File: config.mk
export PLATFORM = sky130hd
export DESIGN_NAME = mrd_digit_gen
export DESIGN_NICKNAME = d
export VERILOG_FILES = /design/src/rtl/mrd_pkg.sv /design/src/rtl/mrd_csa.sv /design/src/rtl/mrd_p_path.sv /design/src/rtl/mrd_q_sum.sv /design/src/rtl/mrd_q_fix.sv /design/src/rtl/mrd_ctrl.sv /design/src/rtl/mrd_digit_gen.sv
export SDC_FILE = /design/constraint.sdc
export NUM_CORES = 1
export LEC_CHECK = 0
export BUFFER_PORTS_ARGS = -buffer_cell sky130_fd_sc_hd__buf_4
export CAP_MARGIN = 10
export CELL_PAD_IN_SITES_DETAIL_PLACEMENT = 1
export CELL_PAD_IN_SITES_GLOBAL_PLACEMENT = 1
export CORE_MARGIN = 2
export CORE_UTILIZATION = 27
export DETAILED_ROUTE_END_ITERATION = 7
export GPL_TIMING_DRIVEN = 1
export PLACE_DENSITY_LB_ADDON = 0.2
export SLEW_MARGIN = 20
export SYNTH_ARGS = -nofsm -noshare
export SYNTH_HDL_FRONTEND = slang
export SYNTH_SLANG_ARGS = --single-unit
File: constraint.sdc
create_clock -name vclk -period 9.2
set_clock_uncertainty 0.05 [all_clocks]
set_input_delay 0.92 -clock vclk [all_inputs]
set_output_delay 0.92 -clock vclk [all_outputs]
set_load 0.05 [all_outputs]
File: src/rtl/mrd_pkg.sv
package mrd_pkg;
  // strobes steering the P wrap and the direction of the Q correction
  typedef struct packed {
    logic pWrap;
    logic qWrap;
  } mrdPath_t;

  // strobe choosing the corrected or the raw Q word
  typedef struct packed {
    logic qTake;
  } mrdPick_t;
endpackage

File: src/rtl/mrd_csa.sv
module mrd_csa #(
  parameter int W = 8
) (
  input  logic [W-1:0] opA,
  input  logic [W-1:0] opB,
  input  logic [W-1:0] opC,
  output logic [W-1:0] sumOut,
  output logic [W-1:0] carryOut
);
  assign sumOut   = opA ^ opB ^ opC;
  assign carryOut = (opA & opB) | (opA & opC) | (opB & opC);
endmodule

File: src/rtl/mrd_p_path.sv
module mrd_p_path
  import mrd_pkg::*;
#(
  parameter int M = 5,
  parameter int K = 4
) (
  input  logic [K-1:0] resEven,
  input  logic [K-1:0] resInc,
  input  mrdPath_t     strb,
  output logic         diffSign,
  output logic [K-1:0] digitP
);
  localparam int W = K + 1;
  localparam logic [W-1:0] MOD_P = W'(2*M + 1);

  logic [W-1:0] diff;
  logic [W-1:0] wrapped;

  always_comb diff = {1'b0, resEven} - {1'b0, resInc};
  assign diffSign = diff[W-1];

  always_comb wrapped = diff + MOD_P;
  always_comb digitP  = strb.pWrap ? wrapped[K-1:0] : diff[K-1:0];

  always_comb begin
    if (int'(resEven) < 2*M && int'(resInc) <= 2*M) begin
      assert_borrow_sign_R3: assert (diffSign == (resEven < resInc))
        else $error("borrow disagrees with operand order");
      assert_p_fit_R2: assert (!strb.pWrap || wrapped[W-1] == 1'b0)
        else $error("wrapped P overflowed its width");
      assert_p_range_R2: assert (int'(digitP) <= 2*M)
        else $error("P above 2m");
    end
  end
endmodule

File: src/rtl/mrd_q_sum.sv
module mrd_q_sum #(
  parameter int M = 5,
  parameter int K = 4
) (
  input  logic [K-1:0]   resDec,
  input  logic [K-1:0]   resEven,
  input  logic [K-1:0]   resInc,
  input  logic           borrowIn,
  output logic [K+1:0]   qSum
);
  localparam int S      = K + 2;
  localparam int NOPS   = 5;
  localparam int LEVELS = NOPS - 2;

  logic [NOPS-1:0][S-1:0]   ops;
  logic [LEVELS:0][S-1:0]   sumV;
  logic [LEVELS:0][S-1:0]   carryV;

  // each odd-modulus residue folds to upper word + m gated by its LSB
  assign ops[0] = {3'b000, resInc[K-1:1]};
  assign ops[1] = {3'b000, resDec[K-1:1]};
  assign ops[2] = resInc[0] ? S'(M) : '0;
  assign ops[3] = resDec[0] ? S'(M) : '0;
  assign ops[4] = ~{2'b00, resEven};

  assign sumV[0]   = ops[0];
  assign carryV[0] = ops[1];

  for (genvar lvl = 0; lvl < LEVELS; lvl++) begin : g_tree
    logic [S-1:0] rawCarry;
    mrd_csa #(.W(S)) u_csa (
      .opA     (sumV[lvl]),
      .opB     (carryV[lvl]),
      .opC     (ops[lvl+2]),
      .sumOut  (sumV[lvl+1]),
      .carryOut(rawCarry)
    );
    assign carryV[lvl+1] = {rawCarry[S-2:0], 1'b0};
  end

  // inverted borrow enters as carry-in: -x2 - t == ~x2 + ~t
  assign qSum = sumV[LEVELS] + carryV[LEVELS] + {{(S-1){1'b0}}, ~borrowIn};

  always_comb begin
    if (int'(resDec) <= 2*M-2 && int'(resEven) < 2*M && int'(resInc) <= 2*M) begin
      assert_sum_window_R4: assert (int'($signed(qSum)) >= -(2*M-1) &&
                                    int'($signed(qSum)) <= 4*M-4)
        else $error("raw Q sum outside single-correction window");
    end
  end
endmodule

File: src/rtl/mrd_q_fix.sv
module mrd_q_fix
  import mrd_pkg::*;
#(
  parameter int M = 5,
  parameter int K = 4
) (
  input  logic [K+1:0] qSum,
  input  mrdPath_t     strb,
  input  mrdPick_t     pick,
  output logic         adjSign,
  output logic [K-1:0] digitQ
);
  localparam int S = K + 2;
  localparam logic [S-1:0] MOD_Q = S'(2*M - 1);

  logic [S-1:0] adj;

  // one adder: add m1 when negative, else add its two's complement
  always_comb adj = qSum + (MOD_Q ^ {S{~strb.qWrap}}) + {{(S-1){1'b0}}, ~strb.qWrap};
  assign adjSign = adj[S-1];

  always_comb digitQ = pick.qTake ? adj[K-1:0] : qSum[K-1:0];

  always_comb begin
    assert_q_fit_R5: assert (!pick.qTake || adj[S-1:K] == '0)
      else $error("selected corrected Q does not fit K bits");
  end
endmodule

File: src/rtl/mrd_ctrl.sv
module mrd_ctrl
  import mrd_pkg::*;
(
  input  logic     diffSign,
  input  logic     sumSign,
  input  logic     adjSign,
  output mrdPath_t path,
  output mrdPick_t pick
);
  always_comb begin
    path.pWrap = diffSign;
    path.qWrap = sumSign;
  end

  // negative sum: always take sum + m1; otherwise take sum - m1 if non-negative
  always_comb pick.qTake = sumSign | ~adjSign;
endmodule

File: src/rtl/mrd_digit_gen.sv
module mrd_digit_gen
  import mrd_pkg::*;
#(
  parameter  int M = 5,
  localparam int K = $clog2(2*M + 1)
) (
  input  logic [K-1:0] resDec,
  input  logic [K-1:0] resEven,
  input  logic [K-1:0] resInc,
  output logic [K-1:0] digitP,
  output logic [K-1:0] digitQ,
  output logic         borrow
);
  logic         diffSign;
  logic         adjSign;
  logic [K+1:0] qSum;
  mrdPath_t     path;
  mrdPick_t     pick;

  mrd_p_path #(.M(M), .K(K)) u_pPath (
    .resEven (resEven),
    .resInc  (resInc),
    .strb    (path),
    .diffSign(diffSign),
    .digitP  (digitP)
  );

  mrd_q_sum #(.M(M), .K(K)) u_qSum (
    .resDec  (resDec),
    .resEven (resEven),
    .resInc  (resInc),
    .borrowIn(diffSign),
    .qSum    (qSum)
  );

  mrd_q_fix #(.M(M), .K(K)) u_qFix (
    .qSum   (qSum),
    .strb   (path),
    .pick   (pick),
    .adjSign(adjSign),
    .digitQ (digitQ)
  );

  mrd_ctrl u_ctrl (
    .diffSign(diffSign),
    .sumSign (qSum[K+1]),
    .adjSign (adjSign),
    .path    (path),
    .pick    (pick)
  );

  assign borrow = diffSign;

  always_comb begin
    if (int'(resDec) <= 2*M-2 && int'(resEven) < 2*M && int'(resInc) <= 2*M) begin
      assert_p_residue_R1: assert ((int'(digitP) + int'(resInc)) % (2*M+1) == int'(resEven))
        else $error("P not congruent to x2 - x3");
      assert_q_range_R5: assert (int'(digitQ) <= 2*M-2)
        else $error("Q above 2m-2");
      assert_q_residue_R4: assert (((M*int'(resInc) + M*int'(resDec) - int'(resEven)
                                     - int'(borrow) - int'(digitQ)) % (2*M-1)) == 0)
        else $error("Q not congruent to its defining sum");
    end
  end
endmodule

# After elaboration in Yosys (flattened, before gate mapping)
# Cells that the tools add are included.
# W data, S select, Z words.
[totals]
elab_cells = 37
out_inout_bits = 9
regBits = 0
[classes]
addsub = 6
n_bitwise = 27
muxes = 4
[ops]
columns = ["op", "count"]
rows = [
  ["$and A5 B5 Y5", 4],
  ["$or A5 B5 Y5", 4],
  ["$add A6 B1 Y6", 2],
  ["$add A6 B6 Y6", 2],
  ["$xor A6 B6 Y6", 2],
  ["$and A5 B3 Y5", 2],
  ["$and A3 B3 Y3", 3],
  ["$mux W4", 2],
  ["$mux W3", 2],
  ["$not A4 Y6", 1],
  ["$xor A3 B3 Y3", 2],
  ["$xor A3 B6 Y6", 1],
  ["$xor A6 B3 Y6", 1],
  ["$or A3 B5 Y5", 1],
  ["$or A5 B3 Y5", 1],
  ["$sub A4 B4 Y5", 1],
  ["$add A4 B4 Y4 const B", 1],
  ["$not A1 Y1", 3],
  ["$not A2 Y2", 1],
  ["$or A1 B1 Y1", 1],
]

# Logic depth before layout (Yosys ltp)
# Gate-level depths: netlist (run 1).
[depth]
ltp_word = 19
ltp_mapped = 17
mapped_depth_nobuf = 16

# Hierarchy
# Synthesis (run 1) repeated with hierarchy kept, for this count alone.
[hier_totals]
cells_unflattened = 107
area_unflattened_um2 = 1072.3
[by_module_without_submodules]
columns = ["module", "instances", "seq_area_each_um2", "area_per_inst_um2", "cells_per_inst"]
rows = [
  ["mrd_csa", 3, 0.0, 120.1, 6],
  ["mrd_q_fix", 1, 0.0, 267.8, 34],
  ["mrd_q_sum", 1, 0.0, 212.7, 26],
  ["mrd_p_path", 1, 0.0, 210.2, 26],
  ["mrd_ctrl", 1, 0.0, 21.3, 3],
]

# Worst setup path before layout (run 1)
# OpenSTA, ideal clock, no wires.
[synth_timing]
path_kind = "input to output"
startpoint = "input resDec[3]"
endpoint = "output digitQ[0]"
path_buffers = 0
cell_stages = 12
path_slack_ps = 3378
required_ps = 8230
arrival_ps = 4852
cell_sequence = "fa_1 -> fa_1 -> inv_1 -> fa_1 -> inv_1 -> ha_1 -> a211oi_2 -> o21ai_0 -> ha_1 -> a21oi_1 -> o31a_4 -> xnor2_1"
[synth_between]
elab_chain_cells = 18
[synth_lines]
columns = ["element", "line", "source"]
rows = [
  ["start, declared", "mrd_digit_gen.sv:7", "input logic [K-1:0] resDec,"],
  ["$and A3 B3 Y3", "mrd_csa.sv:11", "assign carryOut = (opA & opB) | (opA & opC) | (opB & opC);"],
  ["$or A3 B5 Y5", "mrd_csa.sv:11", ""],
  ["$or A5 B3 Y5", "mrd_csa.sv:11", ""],
  ["$and A5 B5 Y5", "mrd_csa.sv:11", ""],
  ["$or A5 B5 Y5 (2 in series)", "mrd_csa.sv:11", ""],
  ["$and A5 B5 Y5", "mrd_csa.sv:11", ""],
  ["$or A5 B5 Y5 (2 in series)", "mrd_csa.sv:11", ""],
  ["$add A6 B6 Y6 *", "mrd_q_sum.sv:42", "assign qSum = sumV[LEVELS] + carryV[LEVELS] + {{(S-1){1'b0}}, ~borrowIn};"],
  ["$add A6 B1 Y6 *", "mrd_q_sum.sv:42", ""],
  ["$not A1 Y1", "mrd_q_fix.sv:19", "always_comb adj = qSum + (MOD_Q ^ {S{~strb.qWrap}}) + {{(S-1){1'b0}}, ~strb.qWrap};"],
  ["$not A2 Y2 (no line)", "-", ""],
  ["$add A6 B6 Y6", "mrd_q_fix.sv:19", ""],
  ["$add A6 B1 Y6", "mrd_q_fix.sv:19", ""],
  ["$not A1 Y1", "mrd_ctrl.sv:16", "always_comb pick.qTake = sumSign | ~adjSign;"],
  ["$or A1 B1 Y1", "mrd_ctrl.sv:16", ""],
  ["$mux W4 *", "mrd_q_fix.sv:22", "always_comb digitQ = pick.qTake ? adj[K-1:0] : qSum[K-1:0];"],
  ["end, declared", "mrd_digit_gen.sv:11", "output logic [K-1:0] digitQ,"],
]
# Every way passes the cells marked *; elsewhere a longest branch is shown, timed or not.

# Worst setup path in the final report (run 1)
[layout_timing]
startpoint = "input resInc[0]"
endpoint = "output digitQ[3]"
[layout_between]
elab_chain_cells = 19
[layout_lines]
columns = ["element", "line", "source"]
rows = [
  ["start, declared", "mrd_digit_gen.sv:9", "input logic [K-1:0] resInc,"],
  ["$mux W3", "mrd_q_sum.sv:22", "assign ops[2] = resInc[0] ? S'(M) : '0;"],
  ["$and A3 B3 Y3", "mrd_csa.sv:11", ""],
  ["$or A3 B5 Y5", "mrd_csa.sv:11", ""],
  ["$or A5 B3 Y5", "mrd_csa.sv:11", ""],
  ["$and A5 B5 Y5", "mrd_csa.sv:11", ""],
  ["$or A5 B5 Y5 (2 in series)", "mrd_csa.sv:11", ""],
  ["$and A5 B5 Y5", "mrd_csa.sv:11", ""],
  ["$or A5 B5 Y5 (2 in series)", "mrd_csa.sv:11", ""],
  ["$add A6 B6 Y6", "mrd_q_sum.sv:42", ""],
  ["$add A6 B1 Y6 *", "mrd_q_sum.sv:42", ""],
  ["$not A1 Y1", "mrd_q_fix.sv:19", ""],
  ["$not A2 Y2 (no line)", "-", ""],
  ["$add A6 B6 Y6", "mrd_q_fix.sv:19", ""],
  ["$add A6 B1 Y6", "mrd_q_fix.sv:19", ""],
  ["$not A1 Y1", "mrd_ctrl.sv:16", ""],
  ["$or A1 B1 Y1", "mrd_ctrl.sv:16", ""],
  ["$mux W4 *", "mrd_q_fix.sv:22", ""],
]
# Marked as above.

==> impl_metrics.csv, run 1 <==
group,metric,value,unit
clock_tree,cts_resized,0,
worst_hold_path,hold_class,"primary input to output pin",
detailed_routing,via_per_inst,4.85,
place,gp_congestion,0.738,
synthesis,syn_inst,97,
final_layout,final_cell_mix,"21 x buf_4, 19 x inv_1, 15 x ha_1",
synthesis,yosysSeqAreaShare,0,%
global_routing,grt_pass1_wl,3.45,mm
global_routing,grt_usage,12.1,%
floorplanning,core_area,2810,sq um
setup_path,crit_family,"adder cells",
final_layout,fin_nets,153,
setup_path,critPathSlowestCell,"fa_1",
sta,rsz0062_at_grt,"false",
run_status,violations,"design-rule violations",
detailed_routing,avgRoutedWirePerCell,12.7,um
final_layout,clkbuf_count,0,
sta,period_needed,6010,ps
final_layout,drive_gt1_share,25.0,%
setup_path,critPathKind,"primary input to output pin",
final_layout,seq_area,0,sq um
synthesis,synth_cell_types,29,
setup_path,cp_slowest_stage_delay,510,ps
clock_tree,ctsHoldBuffers,0,
setup_path,path_buf_inv,4,
sta,worst_slew_pin_slew,433,ps
sta,layout_worst_path_cycle_share,65.4,%
sta,fmax,166,MHz
sta,finalSetupTns,0,ps
setup_path,crit_required,8230,ps
run_status,status,"finished with violations",
clock_tree,postCtsSetupBuffers,0,
place,hpwlAfterDp,1.70,mm
sta,setup_violations,0,
setup_path,worstPathMaxFanout,5,
setup_path,critPathArrivalTime,5040,ps
detailed_routing,drc,2,
global_routing,grt_pass1_vias,783,
synthesis,synth_nets,132,
detailed_routing,drtIter0Drc,6,
sta,slew_headroom,70.8,%
synthesis,avgSynthCellArea,8.35,sq um
floorplanning,fp.dieW,58.8,um
detailed_routing,antenna_violating_nets_post_route,0,
setup_path,cp_cell_sequence,"buf_4 > fa_1 > fa_1 > inv_1 > fa_1 > inv_1 > ha_1 > a211oi_2 > o21ai_0 > ha_1 > a21oi_1 > mux2i_1 > and3_1 > o32a_1 > buf_4",
floorplanning,initial_core_util,28.9,%
sta,maxSlewViolCount,0,
floorplanning,rows,19,
final_layout,diodes,0,
setup_path,cp-end-kind,"output pin",
final_layout,area_growth,23.2,%
detailed_routing,via_count,713,
synthesis,yosys_warnings,0,
synthesis,synth_area,810,sq um
final_layout,seq_cell_count,0,
setup_path,setup.worst_path.start_class,"primary input",
final_layout,final_common_cell,"buf_4",
detailed_routing,wirelength,1.87,mm
global_routing,antenna_found_initial,0,
setup_path,cp_common_cell,"fa_1",
floorplanning,die_h,58.8,um
detailed_routing,dr.pass1.iters,5,
global_routing,grt_max_degree,10,
place,io_buffer_count,21,
flow_run,drv_cap,0,
global_routing,gr-total-overflow,0,
floorplanning,die_area,3450,sq um
sta,hold_viol,0,
floorplanning,top_level_ports,21,
==> cells by family after synthesis <==
kind of cell,share of synthesized area [%]
fa+ha+maj,43.0
buf+inv,9.89
mux,4.95
simple gates,13.3
xor+xnor,9.74
compound gates,19.2
==> final timing paths <==
| kind | startpoint | end | slack, ps | depth (start not counted) |
|---|---|---|---|---|
| setup / recovery | resInc[0] | digitQ[3] | 3190 | 15 |
| hold / removal | resInc[0] | digitP[0] | 2350 | 4 |
==> cells in the mapped netlist <==
library cell | instances | area share [%]
a21o_1 | 3 | 2.8
nand3_1 | 1 | 0.62
o221a_2 | 1 | 1.4
o32a_1 | 1 | 1.2
o21ai_2 | 1 | 1.1
or2_2 | 1 | 0.77
nand2b_1 | 4 | 3.1
nand2_1 | 1 | 0.46
mux2_4 | 2 | 3.7
ha_1 | 15 | 23
a211oi_2 | 1 | 1.5
fa_1 | 8 | 20
nor3_1 | 1 | 0.62
mux2i_1 | 1 | 1.2
o21ai_0 | 6 | 3.7
xor2_1 | 2 | 2.2
nor2_1 | 6 | 2.8
buf_2 | 1 | 0.62
nor4_1 | 2 | 1.5
xnor2_1 | 7 | 7.6
a21oi_1 | 5 | 3.1
clkbuf_1 | 1 | 0.46
o311a_1 | 1 | 1.2
or3b_2 | 1 | 1.1
and3_1 | 1 | 0.77
o31a_4 | 1 | 2.2
a211oi_1 | 1 | 0.93
inv_1 | 19 | 8.8
nor2b_1 | 2 | 1.5
==> stage by stage <==
step	instance area, sq um	utilization, %	hold WS, ps	std cells	setup slack (ps)
3_3_place_gp	997	35.5	2360	147	3290
4_1_cts	997	35.5	2350	147	3170
3_5_place_dp	997	35.5	2350	147	3180
6_report	997	35.5	2350	147	3190
5_1_grt	997	35.5	2400	147	2900
2_1_floorplan	810	-	2230	97	3380
==> area by class of cell <==
cell class         instances  area, sq um
repair buffers            21          158
fillers                  344         1810
multi-input cells         76          729
inverters                 19         71.3
well taps                 31         38.8
==> per-layer routing <==
layer  vias to the layer above  track usage [%]  part of all wire [%]
li1                        367                -                     -
met1                       334             17.8                    46
met2                        12             21.3                    50
met3                         0            0.220                   3.9
met4                         0                0                     0
met5                         -                0                     0
Power of run 1 is not shown: default switching activity piles up to over one toggle a cycle in this logic, so the estimate is an artifact.
==> inputs of run 2 (changes only) <==
==> constraint.sdc (replaced) <==
create_clock -name vclk -period 5.6
set_clock_uncertainty 0.05 [all_clocks]
set_input_delay 0.56 -clock vclk [all_inputs]
set_output_delay 0.56 -clock vclk [all_outputs]
set_load 0.05 [all_outputs]
==> run 2 against run 1 <==
  * The flow still finishes with violations (design-rule violations)
  * Count of clock-buffer cells in the layout unchanged
  * Die area is the same
  * Cell area is the same
  * Sequential cell count is the same
  * Wire length up 0.48%
  * Sequential share of layout area did not move
  * Hold slack worse by 710 ps
  * First-iteration DRC count is 17% higher
  * Via count fell by 2.0%
  * Global-route usage is 0.70 points lower
  * Critical path depth unchanged
==> impl_metrics.csv, run 2 (synthesized netlist as in run 1, its figures left out) <==
group,metric,value,unit
setup_path,crit_family,"adder cells",
place,io_buffer_count,21,
sta,period_needed,5280,ps
final_layout,final_common_cell,"buf_4",
final_layout,area_growth,23.2,%
sta,rsz0062_at_grt,"false",
global_routing,grt_usage,11.4,%
setup_path,cp-end-kind,"output pin",
floorplanning,fp.dieW,58.8,um
detailed_routing,wirelength,1.88,mm
worst_hold_path,hold_class,"primary input to output pin",
final_layout,final_cell_mix,"21 x buf_4, 19 x inv_1, 15 x ha_1",
detailed_routing,dr.pass1.iters,5,
final_layout,drive_gt1_share,25.0,%
final_layout,diodes,0,
global_routing,use_met1,16.1,%
detailed_routing,avgRoutedWirePerCell,12.8,um
floorplanning,top_level_ports,21,
sta,layout_worst_path_cycle_share,94.3,%
final_layout,design_area,997,sq um
floorplanning,rows,19,
run_status,violations,"design-rule violations",
sta,slew_headroom,72.3,%
global_routing,use_met2,20.6,%
sta,maxSlewViolCount,0,
place,hpwlAfterDp,1.71,mm
run_status,status,"finished with violations",
sta,setup_violations,0,
clock_tree,ctsHoldBuffers,0,
detailed_routing,antenna_violating_nets_post_route,0,
setup_path,critPathArrivalTime,4670,ps
global_routing,use_met3,0.440,%
clock_tree,postCtsSetupBuffers,0,
setup_path,setup.worst_path.start_class,"primary input",
final_layout,fin_nets,153,
sta,finalSetupTns,0,ps
global_routing,grt_max_degree,10,
sta,fmax,189,MHz
detailed_routing,drc,2,
global_routing,grt_pass1_wl,3.21,mm
final_layout,seq_area,0,sq um
floorplanning,core_area,2810,sq um
global_routing,gr-total-overflow,0,
place,gp_congestion,0.705,
setup_path,path_buf_inv,4,
detailed_routing,via_per_inst,4.76,
setup_path,cp_common_cell,"fa_1",
global_routing,grt_pass1_vias,735,
clock_tree,cts_resized,0,
final_layout,seq_cell_count,0,
sta,worst_slew_pin_slew,411,ps
setup_path,cp_cell_sequence,"buf_4 > fa_1 > fa_1 > inv_1 > fa_1 > inv_1 > ha_1 > a211oi_2 > o21ai_0 > ha_1 > a21oi_1 > mux2i_1 > and3_1 > o32a_1 > buf_4",
setup_path,critPathKind,"primary input to output pin",
global_routing,antenna_found_initial,0,
sta,hold_viol,0,
detailed_routing,drtIter0Drc,7,
global_routing,busiest_layer,"met2",
detailed_routing,via_count,699,
setup_path,crit_required,4990,ps
setup_path,worstPathMaxFanout,5,
setup_path,cp_slowest_stage_delay,510,ps
flow_run,drv_cap,0,
floorplanning,initial_core_util,28.9,%
floorplanning,die_h,58.8,um
setup_path,critPathSlowestCell,"fa_1",
final_layout,clkbuf_count,0,
floorplanning,die_area,3450,sq um
place,place_area,997,sq um
==> run 2: cell counts in the layout (fill, tap and decap cells not counted) <==
Identical to the previous run, type by type.
==> run 2: worst paths after layout <==
path                   from   endpoint  slack, ps  depth (start not counted)
setup / recovery  resInc[0]  digitQ[3]        320                         15
hold / removal    resInc[0]  digitP[0]       1640                          4
==> run 2: metal layers <==
| layer | wire length [um] | vias to the layer above |
|---|---|---|
| li1 | - | 365 |
| met1 | 922 | 322 |
| met2 | 898 | 12 |
| met3 | 55 | 0 |
| met4 | 0 | 0 |
| met5 | 0 | - |
==> run 2: tightest hold or removal path, stage by stage <==
cell	delay, ps
buf_4	110
ha_1	190
xor2_1	80
buf_4	180
==> run 2: area by class of cell <==
cell class | count | area (sq um)
fill | 355 | 1810
inverter | 19 | 71.3
multi-input combinational | 76 | 729
tap | 31 | 38.8
timing repair buffer | 21 | 158
==> run 2: metrics by stage <==
| step | utilization [%] | hold slack (ps) | std cells | setup slack (ps) |
|---|---|---|---|---|
| final | 35.5 | 1640 | 147 | 321 |
| after global routing | 35.5 | 1680 | 147 | 49.6 |
| after CTS | 35.5 | 1650 | 147 | 318 |
| after detailed placement | 35.5 | 1650 | 147 | 345 |
| after global placement | 35.5 | 1640 | 147 | 369 |
| after floorplan | - | 1510 | 97 | 498 |
Power of run 2 is left out for the same reason.
==> inputs of run 3 (changes only) <==
==> constraint.sdc (replaced) <==
create_clock -name vclk -period 4.4
set_clock_uncertainty 0.05 [all_clocks]
set_input_delay 0.44 -clock vclk [all_inputs]
set_output_delay 0.44 -clock vclk [all_outputs]
set_load 0.05 [all_outputs]
==> run 3 against run 2 <==
  * The run still ends with design-rule violations left
  * Die area stayed put
  * Core utilization grew 9.0 points
  * Wire length is 16% higher
  * Sequential cell count unchanged
  * Hold slack worse by 190 ps
  * Via count up 13%
  * Cell count increased by 11%
  * Non-clock buffer count up 16
  * Sequential share of layout area did not move
  * First-iteration DRC count grew to 3.4 times the previous value
  * Global-route usage up 2.1 points
==> impl_metrics.csv, run 3 (synthesized netlist as in run 1, its figures left out) <==
group,metric,value,unit
final_layout,fin_nets,169,
floorplanning,die_h,58.8,um
setup_path,cp_common_cell,"fa_1",
floorplanning,core_area,2810,sq um
final_layout,diodes,0,
final_layout,seq_cell_count,0,
global_routing,gr-total-overflow,0,
setup_path,cp_slowest_stage_delay,490,ps
run_status,violations,"design-rule violations",
floorplanning,fp.dieW,58.8,um
sta,setup_violations,0,
global_routing,grt_usage,13.5,%
detailed_routing,wirelength,2.17,mm
detailed_routing,via_per_inst,4.87,
global_routing,antenna_found_initial,0,
run_status,status,"finished with violations",
global_routing,grt_pass1_wl,3.67,mm
setup_path,worstPathMaxFanout,3,
floorplanning,top_level_ports,21,
sta,setup_ws,56.0,ps
final_layout,final_common_cell,"buf_4",
final_layout,clkbuf_count,0,
clock_tree,ctsHoldBuffers,0,
detailed_routing,antenna_violating_nets_post_route,0,
sta,fmax,230,MHz
detailed_routing,via_count,793,
setup_path,crit_family,"adder cells",
sta,worst_slew_pin_slew,345,ps
floorplanning,rows,19,
setup_path,crit_end,"digitQ[3]",
detailed_routing,avgRoutedWirePerCell,13.3,um
floorplanning,initial_core_util,28.9,%
place,hpwlAfterDp,1.88,mm
final_layout,area_growth,54.4,%
setup_path,setup.worst_path.start_class,"primary input",
global_routing,grt_pass1_vias,819,
sta,maxSlewViolCount,0,
final_layout,final_cell_mix,"33 x buf_4, 17 x inv_1, 12 x ha_1",
setup_path,critPathLaunch,"resInc[3]",
setup_path,critPathArrivalTime,3850,ps
final_layout,seq_area,0,sq um
setup_path,critPathKind,"primary input to output pin",
global_routing,grt_max_degree,9,
sta,hold_viol,0,
detailed_routing,drc,2,
sta,slew_headroom,76.8,%
detailed_routing,drtIter0Drc,24,
detailed_routing,dr.pass1.iters,5,
floorplanning,die_area,3450,sq um
setup_path,critPathSlowestCell,"fa_1",
final_layout,drive_gt1_share,46.2,%
setup_path,worst-path-stages,16,
place,dpl_worst_slack,-309,ps
place,gp_congestion,0.727,
place,io_buffer_count,21,
setup_path,crit_required,3910,ps
sta,whs,1450,ps
worst_hold_path,hold_class,"primary input to output pin",
setup_path,cp-end-kind,"output pin",
setup_path,path_buf_inv,5,
final_layout,utilization,44.6,%
sta,period_needed,4340,ps
sta,layout_worst_path_cycle_share,98.7,%
flow_run,drv_cap,0,
sta,rsz0062_at_grt,"true",
setup_path,cp_cell_sequence,"buf_6 > fa_1 > fa_1 > inv_1 > fa_1 > inv_2 > ha_4 > a211oi_4 > o21ai_2 > ha_4 > a21oi_2 > mux2i_1 > buf_4 > nor2_2 > o32a_4 > buf_8",
## run 3: timing repair
action	4_1_cts	5_1_grt
buffers inserted	2	0
endpoints found under the setup margin	4	4
gates resized for setup	16	8
pin swaps	12	5
## run 3: layout make-up
type	instances	area, sq um
Fill cell	327	1560
Inverter	19	71.3
Multi-Input combinational cell	76	843
Tap cell	31	38.8
Timing Repair Buffer	37	297
## run 3: worst min path at each step
stage                          start   endpoint  cells past startpoint
after global routing       resInc[0]  digitP[0]                      5
after CTS                 resEven[1]  digitP[1]                      5
final                     resEven[1]  digitP[1]                      5
after global placement    resEven[1]  digitP[1]                      5
after floorplan            resInc[0]  digitP[0]                      2
after detailed placement  resEven[1]  digitP[1]                      5
## run 3: stage by stage
step	cells	area, sq um	TNS (ps)
after CTS	163	1220	-57.8
after floorplan	97	845	0
after global placement	161	1140	-481
after detailed placement	161	1140	-887
after global routing	163	1250	-231
final	163	1250	0
## run 3: routing by layer
metal  global-route usage [%]  up-vias  wire length (um)
met5                        0        -                 0
met2                     25.7        8              1140
li1                         -      397                 -
met4                        0        0                 0
met1                     18.2      388               986
met3                        0        0                46
Power of run 3 is left out for the same reason.
